## config.mk

```make
export PLATFORM = sky130hd
export DESIGN_NAME = prot_guard
export DESIGN_NICKNAME = d
export VERILOG_FILES = /design/src/rtl/prot_pkg.sv /design/src/rtl/prot_cmd_seq.sv /design/src/rtl/prot_regs.sv /design/src/rtl/prot_wr_check.sv /design/src/rtl/prot_guard.sv
export SDC_FILE = /design/constraint.sdc
export NUM_CORES = 1
export LEC_CHECK = 0
export BUFFER_PORTS_ARGS = -buffer_cell sky130_fd_sc_hd__buf_2
export CAP_MARGIN = 20
export CELL_PAD_IN_SITES_DETAIL_PLACEMENT = 1
export CELL_PAD_IN_SITES_GLOBAL_PLACEMENT = 2
export CORE_MARGIN = 4
export CORE_UTILIZATION = 27
export CTS_CLUSTER_SIZE = 10
export DETAILED_ROUTE_END_ITERATION = 16
export MAX_ROUTING_LAYER = met4
export PLACE_DENSITY = 0.77
export SLEW_MARGIN = 10
export SYNTH_ARGS = -nofsm -noshare
export SYNTH_HDL_FRONTEND = slang
export SYNTH_HIERARCHICAL = 1
export SYNTH_SLANG_ARGS = --single-unit
```

## constraint.sdc

```tcl
create_clock -name clk_i -period 1.53 [get_ports clk_i]
set_input_delay 0 -clock clk_i [delete_from_list [all_inputs] [get_ports clk_i]]
set_output_delay 0 -clock clk_i [all_outputs]
set_load 0.1 [all_outputs]
```

## src/rtl/prot_pkg.sv

```systemverilog
package prot_pkg;
  typedef enum logic [3:0] {
    CMD_READ    = 4'd0,
    CMD_WRITE   = 4'd1,
    CMD_PAGE    = 4'd2,
    CMD_FILL    = 4'd3,
    CMD_WEN     = 4'd4,
    CMD_WDS     = 4'd5,
    CMD_BRD     = 4'd6,
    CMD_BWR     = 4'd7,
    CMD_BCLR    = 4'd8,
    CMD_ARM     = 4'd9,
    CMD_LOCK    = 4'd10
  } cmd_e;

  typedef enum logic [1:0] {
    WQ_NONE   = 2'd0,
    WQ_SINGLE = 2'd1,
    WQ_PAGE   = 2'd2,
    WQ_ALL    = 2'd3
  } wq_e;
endpackage

```

## src/rtl/prot_cmd_seq.sv

```systemverilog
module prot_cmd_seq
  import prot_pkg::*;
(
  input  logic       clk_i,
  input  logic       rst_ni,
  input  logic       cmd_valid_i,
  input  logic [3:0] cmd_op_i,
  input  logic       pre_i,
  input  logic       we_pin_i,
  input  logic       lock_i,
  output logic       wen_o,
  output logic       bwr_en_o,
  output logic       bclr_en_o,
  output logic       lock_en_o,
  output logic       brd_en_o
);
  logic wen_q, armed_q;
  logic pins_ok, guarded;

  assign pins_ok = pre_i & we_pin_i;
  // protection changes need arming on the previous command and an unlocked register
  assign guarded = cmd_valid_i & armed_q & pins_ok & ~lock_i;

  assign bwr_en_o  = guarded & (cmd_op_i == CMD_BWR);
  assign bclr_en_o = guarded & (cmd_op_i == CMD_BCLR);
  assign lock_en_o = guarded & (cmd_op_i == CMD_LOCK);
  assign brd_en_o  = cmd_valid_i & pre_i & (cmd_op_i == CMD_BRD);
  assign wen_o     = wen_q;

  always_ff @(posedge clk_i or negedge rst_ni) begin
    if (!rst_ni) begin
      wen_q   <= 1'b0;
      armed_q <= 1'b0;
    end else if (cmd_valid_i) begin
      armed_q <= (cmd_op_i == CMD_ARM) & wen_q & pins_ok;
      if (cmd_op_i == CMD_WEN)      wen_q <= 1'b1;
      else if (cmd_op_i == CMD_WDS) wen_q <= 1'b0;
    end
  end

  AST_EXEC_ONEHOT: assert property (@(posedge clk_i) disable iff (!rst_ni)
    $onehot0({bwr_en_o, bclr_en_o, lock_en_o}));
  AST_ARM_ONE_SHOT: assert property (@(posedge clk_i) disable iff (!rst_ni)
    (cmd_valid_i && cmd_op_i != CMD_ARM) |=> !armed_q);
  AST_ARM_NEEDS_WEN: assert property (@(posedge clk_i) disable iff (!rst_ni)
    $rose(armed_q) |-> $past(wen_q));
endmodule

```

## src/rtl/prot_regs.sv

```systemverilog
module prot_regs #(
  parameter int unsigned AW = 8
) (
  input  logic          clk_i,
  input  logic          rst_ni,
  input  logic          bwr_en_i,
  input  logic          bclr_en_i,
  input  logic          lock_en_i,
  input  logic          brd_en_i,
  input  logic [AW-1:0] addr_i,
  output logic [AW-1:0] bound_o,
  output logic          flag_o,
  output logic          lock_o,
  output logic          prog_start_o,
  output logic          prrd_valid_o,
  output logic [AW+1:0] prrd_frame_o
);
  logic [AW-1:0] bound_q;
  logic          flag_q, lock_q, start_q, rdv_q;
  logic [AW+1:0] frame_q;

  always_ff @(posedge clk_i or negedge rst_ni) begin
    if (!rst_ni) begin
      bound_q <= '1;
      flag_q  <= 1'b1;
      lock_q  <= 1'b0;
      start_q <= 1'b0;
      rdv_q   <= 1'b0;
      frame_q <= '0;
    end else begin
      start_q <= bwr_en_i | bclr_en_i | lock_en_i;
      rdv_q   <= brd_en_i;
      if (brd_en_i) frame_q <= {1'b0, bound_q, flag_q};
      if (bwr_en_i) begin
        bound_q <= addr_i;
        flag_q  <= 1'b0;
      end else if (bclr_en_i) begin
        bound_q <= '1;
        flag_q  <= 1'b1;
      end
      if (lock_en_i) lock_q <= 1'b1;
    end
  end

  assign bound_o      = bound_q;
  assign flag_o       = flag_q;
  assign lock_o       = lock_q;
  assign prog_start_o = start_q;
  assign prrd_valid_o = rdv_q;
  assign prrd_frame_o = frame_q;

  AST_LOCK_STICKY: assert property (@(posedge clk_i) disable iff (!rst_ni)
    lock_q |=> lock_q);
  AST_LOCKED_FROZEN: assert property (@(posedge clk_i) disable iff (!rst_ni)
    lock_q |=> ($stable(bound_q) && $stable(flag_q)));
  AST_BWR_FLAG_LOW: assert property (@(posedge clk_i) disable iff (!rst_ni)
    bwr_en_i |=> (!flag_q && bound_q == $past(addr_i)));
  AST_BCLR_OPEN: assert property (@(posedge clk_i) disable iff (!rst_ni)
    bclr_en_i |=> (flag_q && (&bound_q)));
  AST_START_PULSE: assert property (@(posedge clk_i) disable iff (!rst_ni)
    start_q |=> !start_q || $past(bwr_en_i | bclr_en_i | lock_en_i));
endmodule

```

## src/rtl/prot_wr_check.sv

```systemverilog
module prot_wr_check
  import prot_pkg::*;
#(
  parameter int unsigned AW         = 8,
  parameter int unsigned PAGE_WORDS = 4,
  localparam int unsigned PW        = $clog2(PAGE_WORDS),
  localparam int unsigned CW        = $clog2(PAGE_WORDS + 1)
) (
  input  logic          clk_i,
  input  logic          rst_ni,
  input  logic [AW-1:0] bound_i,
  input  logic          flag_i,
  input  logic          wen_i,
  input  logic          we_pin_i,
  input  logic [1:0]    kind_i,
  input  logic [AW-1:0] addr_i,
  input  logic [CW-1:0] cnt_i,
  output logic          grant_o
);
  logic [PAGE_WORDS-1:0] hit;
  logic                  single_hit, cnt_ok, area_ok;

  assign single_hit = ~flag_i & (addr_i >= bound_i);

  for (genvar k = 0; k < PAGE_WORDS; k++) begin : g_word
    logic [AW-1:0] a_k;
    // low bits wrap inside the page, upper bits held
    assign a_k    = {addr_i[AW-1:PW], addr_i[PW-1:0] + PW'(k)};
    assign hit[k] = (CW'(k) < cnt_i) & ~flag_i & (a_k >= bound_i);
  end

  assign cnt_ok = (cnt_i != '0) && (cnt_i <= CW'(PAGE_WORDS));

  always_comb begin
    unique case (kind_i)
      WQ_SINGLE: area_ok = ~single_hit;
      WQ_PAGE:   area_ok = cnt_ok & ~(|hit);
      WQ_ALL:    area_ok = flag_i;
      default:   area_ok = 1'b0;
    endcase
  end

  assign grant_o = wen_i & we_pin_i & area_ok;

  AST_ALL_NEEDS_OPEN: assert property (@(posedge clk_i) disable iff (!rst_ni)
    (grant_o && kind_i == WQ_ALL) |-> flag_i);
  AST_GRANT_NEEDS_WEN: assert property (@(posedge clk_i) disable iff (!rst_ni)
    grant_o |-> (wen_i && we_pin_i));
  AST_PAGE_CNT: assert property (@(posedge clk_i) disable iff (!rst_ni)
    (grant_o && kind_i == WQ_PAGE) |-> (cnt_i != '0));
endmodule

```

## src/rtl/prot_guard.sv

```systemverilog
module prot_guard
  import prot_pkg::*;
#(
  parameter int unsigned AW         = 8,
  parameter int unsigned PAGE_WORDS = 4,
  localparam int unsigned CW        = $clog2(PAGE_WORDS + 1)
) (
  input  logic          clk_i,
  input  logic          rst_ni,
  input  logic          cmd_valid_i,
  input  logic [3:0]    cmd_op_i,
  input  logic [AW-1:0] cmd_addr_i,
  input  logic          pre_i,
  input  logic          we_pin_i,
  input  logic [1:0]    wq_kind_i,
  input  logic [AW-1:0] wq_addr_i,
  input  logic [CW-1:0] wq_cnt_i,
  output logic          wq_grant_o,
  output logic          prog_start_o,
  output logic          prrd_valid_o,
  output logic [AW+1:0] prrd_frame_o
);
  logic          wen, bwr_en, bclr_en, lock_en, brd_en;
  logic [AW-1:0] bound;
  logic          flag, lock;

  prot_cmd_seq u_seq (
    .clk_i, .rst_ni, .cmd_valid_i, .cmd_op_i, .pre_i, .we_pin_i,
    .lock_i    (lock),
    .wen_o     (wen),
    .bwr_en_o  (bwr_en),
    .bclr_en_o (bclr_en),
    .lock_en_o (lock_en),
    .brd_en_o  (brd_en)
  );

  prot_regs #(.AW(AW)) u_regs (
    .clk_i, .rst_ni,
    .bwr_en_i     (bwr_en),
    .bclr_en_i    (bclr_en),
    .lock_en_i    (lock_en),
    .brd_en_i     (brd_en),
    .addr_i       (cmd_addr_i),
    .bound_o      (bound),
    .flag_o       (flag),
    .lock_o       (lock),
    .prog_start_o,
    .prrd_valid_o,
    .prrd_frame_o
  );

  prot_wr_check #(.AW(AW), .PAGE_WORDS(PAGE_WORDS)) u_chk (
    .clk_i, .rst_ni,
    .bound_i  (bound),
    .flag_i   (flag),
    .wen_i    (wen),
    .we_pin_i,
    .kind_i   (wq_kind_i),
    .addr_i   (wq_addr_i),
    .cnt_i    (wq_cnt_i),
    .grant_o  (wq_grant_o)
  );

  AST_PRRD_NEEDS_PRE: assert property (@(posedge clk_i) disable iff (!rst_ni)
    prrd_valid_o |-> $past(cmd_valid_i && pre_i && cmd_op_i == CMD_BRD));
  AST_START_NOT_LOCKED: assert property (@(posedge clk_i) disable iff (!rst_ni)
    prog_start_o |-> !$past(lock));
endmodule

```

# ---- Word-level counts from Yosys, hierarchy flattened
# Cells that the tools add are included.
dict set report totals {
  reg_bits 23
  input_bits 30
  elab_cells 72
}
dict set report op_classes {
  n_eq_ne 10
  reduce_logical 6
  addsub 3
  mux 7
  magnitude_cmp 9
  bitwise 29
}
# cell n
set ops {}
lappend ops {{$ge 8x8->1} 4}
lappend ops {{$and 1x1->1} 23}
lappend ops {{$eq 4x3->1 const B} 4}
lappend ops {{$mux 8} 2}
lappend ops {{$eq 4x4->1 const B} 3}
lappend ops {{$lt 1x3->1 const A} 2}
lappend ops {{$lt 2x3->1 const A} 2}
lappend ops {{$add 2x2->2 const B} 2}
lappend ops {{$eq 2x2->1 const B} 2}
lappend ops {{$mux 1} 4}
lappend ops {{$not 1->1} 4}
lappend ops {{$reduce_bool 2->1} 2}
lappend ops {{$reduce_or 4->1} 1}
lappend ops {{$le 3x3->1 const B} 1}
lappend ops {{$pmux 1 s3} 1}
lappend ops {{$reduce_bool 3->1} 1}
lappend ops {{$add 2x1->2 const B} 1}
lappend ops {{$eq 2x1->1 const B} 1}
lappend ops {{$or 1x1->1} 2}
lappend ops {{$reduce_and 2->1} 1}
lappend ops {{$logic_and 1x1->1} 1}

# ---- Longest topological paths before layout
dict set report logic_depth {
  depth_word 8
  ltp_mapped 7
  ltp_nobuf 7
}

# ---- Hierarchy
# Netlist, hierarchy kept.
# mod area_per_inst_um2 cells_per_inst instances
set by_module_without_submodules {}
lappend by_module_without_submodules {prot_regs 799.5 63 1}
lappend by_module_without_submodules {prot_wr_check 372.9 50 1}
lappend by_module_without_submodules {prot_cmd_seq 172.7 20 1}

# ---- Worst setup path before layout
# OpenSTA, ideal clock, no wires.
dict set report synth_path {
  path_type {reg-to-output}
  startpoint {register u_regs.bound_q[7], in the netlist u_regs/bound_o[7]}
  endpoint {output port wq_grant_o}
  path_stages_with_launch 7
  arrival_ns 2.151
  n_path_buf 0
  required_ns 1.530
  setup_slack_ns -0.621
  path_cell_list {dfstp_2 inv_1 ha_1 a221oi_2 o211ai_1 a211oi_1 a21o_1}
}
dict set report synth_via {
  elab_chain_cells 7
}
# item line
set synth_lines {}
lappend synth_lines {{from (decl)} prot_regs.sv:18} ;# logic [AW-1:0] bound_q;
lappend synth_lines {{from (signal assigned)} prot_regs.sv:35} ;# bound_q <= addr_i;
lappend synth_lines {{$ge 8x8->1, on equally long branches} {prot_wr_check.sv:23, prot_wr_check.sv:29}}
lappend synth_lines {{$and 1x1->1} prot_wr_check.sv:29} ;# assign hit[k] = (CW'(k) < cnt_i) & ~flag_i & (a_k >= bound_i);
lappend synth_lines {{$reduce_or 4->1} prot_wr_check.sv:37} ;# WQ_PAGE: area_ok = cnt_ok & ~(|hit);
lappend synth_lines {{$not 1->1} prot_wr_check.sv:37}
lappend synth_lines {{$and 1x1->1} prot_wr_check.sv:37}
lappend synth_lines {{$pmux 1 s3 *} prot_wr_check.sv:35} ;# unique case (kind_i)
lappend synth_lines {{$and 1x1->1 *} prot_wr_check.sv:43} ;# assign grant_o = wen_i & we_pin_i & area_ok;
lappend synth_lines {{to (decl)} prot_guard.sv:18} ;# output logic wq_grant_o,
# Mark *: on every way between the ends. The rest lies on a longest branch, timed or not.

# ---- Worst setup path after layout
# Ends and elaborated chain as after synthesis.

==> out/metrics.csv <==
metric,value,unit
synthesized area,1350,sq um
Clock Pin Slew Worst Setup and Hold Paths,80,ps
number of global-route vias before repair,1268,
failing checks,negative setup slack,
reg2reg start,u_regs/lock_o$_DFFE_PN0P_,
Nets,239,
routed vias,1199,
CTS tree,built,
final setup vio count,1,
Chip Width,78.6,um
gr ovfl total,0,
Yosys Warn Count,6,
IO Count,43,
# Max-Cap Violations,0,
Worst Max-Slew Pin Slew,518,ps
Post-Syn Nets,175,
Worst Reg2Reg Path Length in Cells,5,
global placement routability congestion,0.834,
Startpoint Class,flop,
Final Cell Area,1930,sq um
hold path start,cmd_op_i[0],
Hold Path Depth,3,
die height,78.6,um
DRC errors left,0,
Routed WL,3640,um
Critical Path Sink Type,output pin,
crit path launch,u_regs/bound_o[7]$_DFFE_PN1P_,
Post-synth top flop,dfrtp_1,
initial antenna violation count,0,
Post-Place Cells,247,
Pwr Density,679,nW/um^2
ANT nets after route,0,
CTS Buffer Depth,2,
H-Tree Depth,1,
Setup CP Type,reg2out,
Final Max Tran Viols,0,
vias per std cell,4.56,
total track usage,0.122,
CP Max Fanout,3,
Syn Inst Count,133,
number of enable flip-flop cells after synthesis,0,
"setup slack, reg-to-reg",130,ps
Post-CTS Setup Inserts,0,
Syn-to-layout area delta,43.8,%
share of cells above drive strength 1,0.459,
status,"complete, but fails checks",
post-DR wirelength/cell,13.8,um
Max Clk Rate,492,MHz
n_diodes,0,
Root Driver,clkbuf_8,
most frequent cells after synthesis,"dfrtp_1, inv_1, nand2_1, ha_1, nor2_1",
Min-Delay Path Class,in2reg,
Peak VDD IR,310,uV
placed cell areas,1720,sq um
post-synthesis async set-or-reset flop share,1.00,
largest cells by area after synthesis,"dfrtp_1, dfstp_2, ha_1, mux2_2, inv_1",
clock latency on the worst-skew pair,260,ps
Final Hold Fails,0,
min Tclk post-route,2030,ps
full die area,6170,sq um
Lkg Pwr,0.000889,uW
worst setup margin,-502,ps
slew margin rel.,0.655,
Layout fillers,561,
cts bufs inserted,3,
Layout Cells excl Fill,263,
CP Data Arrival Time,2030,ps
Cell variety after synth,36,
"Seq/Total Area, Yosys",0.436,
skew final,4.29,ps
Sink Count,23,
Port-buffer cells,41,
R2R Path End,u_regs/bound_o[4]$_DFFE_PN1P_,
RSZ-0062 raised after global routing,true,
CORE AREA,4790,sq um
synthesis-stage register bit count,23,
Mapped Avg Cell Area,10.1,sq um
"area leader, netlist",dfrtp_1,
row cnt,25,
worst endpoint required time,1530,ps
HPWL after DPL,2870,um
largest net degree at the start of global routing,24,
drt pass-1 iters,2,
Tcrit/Tclk final,1.33,
Initial Utilization,0.281,
first-pass GRT wire length,5990,um
Synth top area share,0.260,
WHS Endpoint,u_seq/armed_q$_DFFE_PN0P_,
DR iter-0 viols,2,
[flip-flops by register name, summed over array words and instances (netlist names)]
name	cells
u_seq/armed_q	1
u_regs/prog_start_o	1
u_regs/flag_o	1
u_regs/lock_o	1
u_regs/prrd_valid_o	1
u_regs/bound_o	8
u_regs/prrd_frame_o	9
u_seq/wen_o	1
[cell families (layout without fill, tap and decap cells)]
kind of cell	count (synthesis)	count (layout)	synth area share
DFF	23	23	0.436
buffers and inverters	18	81	0.0670
and+or+nand+nor	43	43	0.162
muxes	10	10	0.0828
adders and majority gates	12	12	0.112
xor gates and xnor gates	1	1	0.00651
other	1	1	0.00279
AOI/OAI and AO/OA	25	25	0.131
[power breakdown]
part           total, uW  switching (uW)  internal, uW
registers            640            10.9           629
clock network        371             189           181
logic                302             180           122
[per-layer routing]
layer | global-route usage | routed length, um
met3 | 0.0195 | 169
met2 | 0.204 | 1740
met4 | 0.0157 | 12
met5 | - | 0
met1 | 0.159 | 1720
[metrics by stage]
step	setup WS, ps	setup TNS, ps	hold slack [ps]	util	power [uW]
final	-502	-502	61.6	0.404	1310
after global routing	-570	-570	73.5	0.404	1390
after CTS	-509	-509	52.1	0.396	1330
after detailed placement	-230	-230	6.80	0.359	917
after global placement	-200	-200	-3.63	0.359	906
after floorplan	-113	-113	-296	-	808
[worst max-delay path, cell delays in order (launching register included)]
cell and delay, ps:
dfstp_2 540, inv_2 40, ha_4 230, a221oi_4 270, o211ai_1 150, a211oi_2 240, a21o_4 130, buf_12 160
[final cells by class]
type                    instances  area, sq um  area share
clock buffers                   3         41.3      0.0213
well taps                      67         83.8      0.0433
inverters                      14         52.6      0.0272
multi-input cells              92          748       0.387
flip-flops and latches         23          587       0.303
repair buffers                 63          417       0.215
clock inverters                 1         5.00     0.00259
[placed cells by master (no fill, tap or decap), types with 2 or more instances in the layout]
master / count
dfstp_2: 9
ha_1: 9
buf_4: 10
o221ai_1: 2
or2b_1: 2
nor2_1: 11
dlygate4sd3_1: 11
buf_2: 40
clkbuf_8: 3
nand2_1: 13
inv_1: 13
mux2_2: 9
o211ai_1: 2
a21oi_1: 4
o21ai_0: 9
dfrtp_1: 14
or3_1: 2
nor4_2: 2
ha_4: 2
nand2b_1: 2
[worst max path at each step]
stage | cells after the start | endpoint | slack [ps]
CTS | 7 | wq_grant_o | -510
global route | 7 | wq_grant_o | -570
detailed placement | 7 | wq_grant_o | -230
global placement | 7 | wq_grant_o | -200
floorplan | 6 | wq_grant_o | -110
finish | 7 | wq_grant_o | -500
[what timing repair did]
action	CTS	global route
cloned	0	1
resized for setup	3	5
setup endpoints to repair	1	3
pin swaps	0	1
hold buffers	11	0
endpoints found under the hold margin	24	0
(Power assumes the default switching activity.)
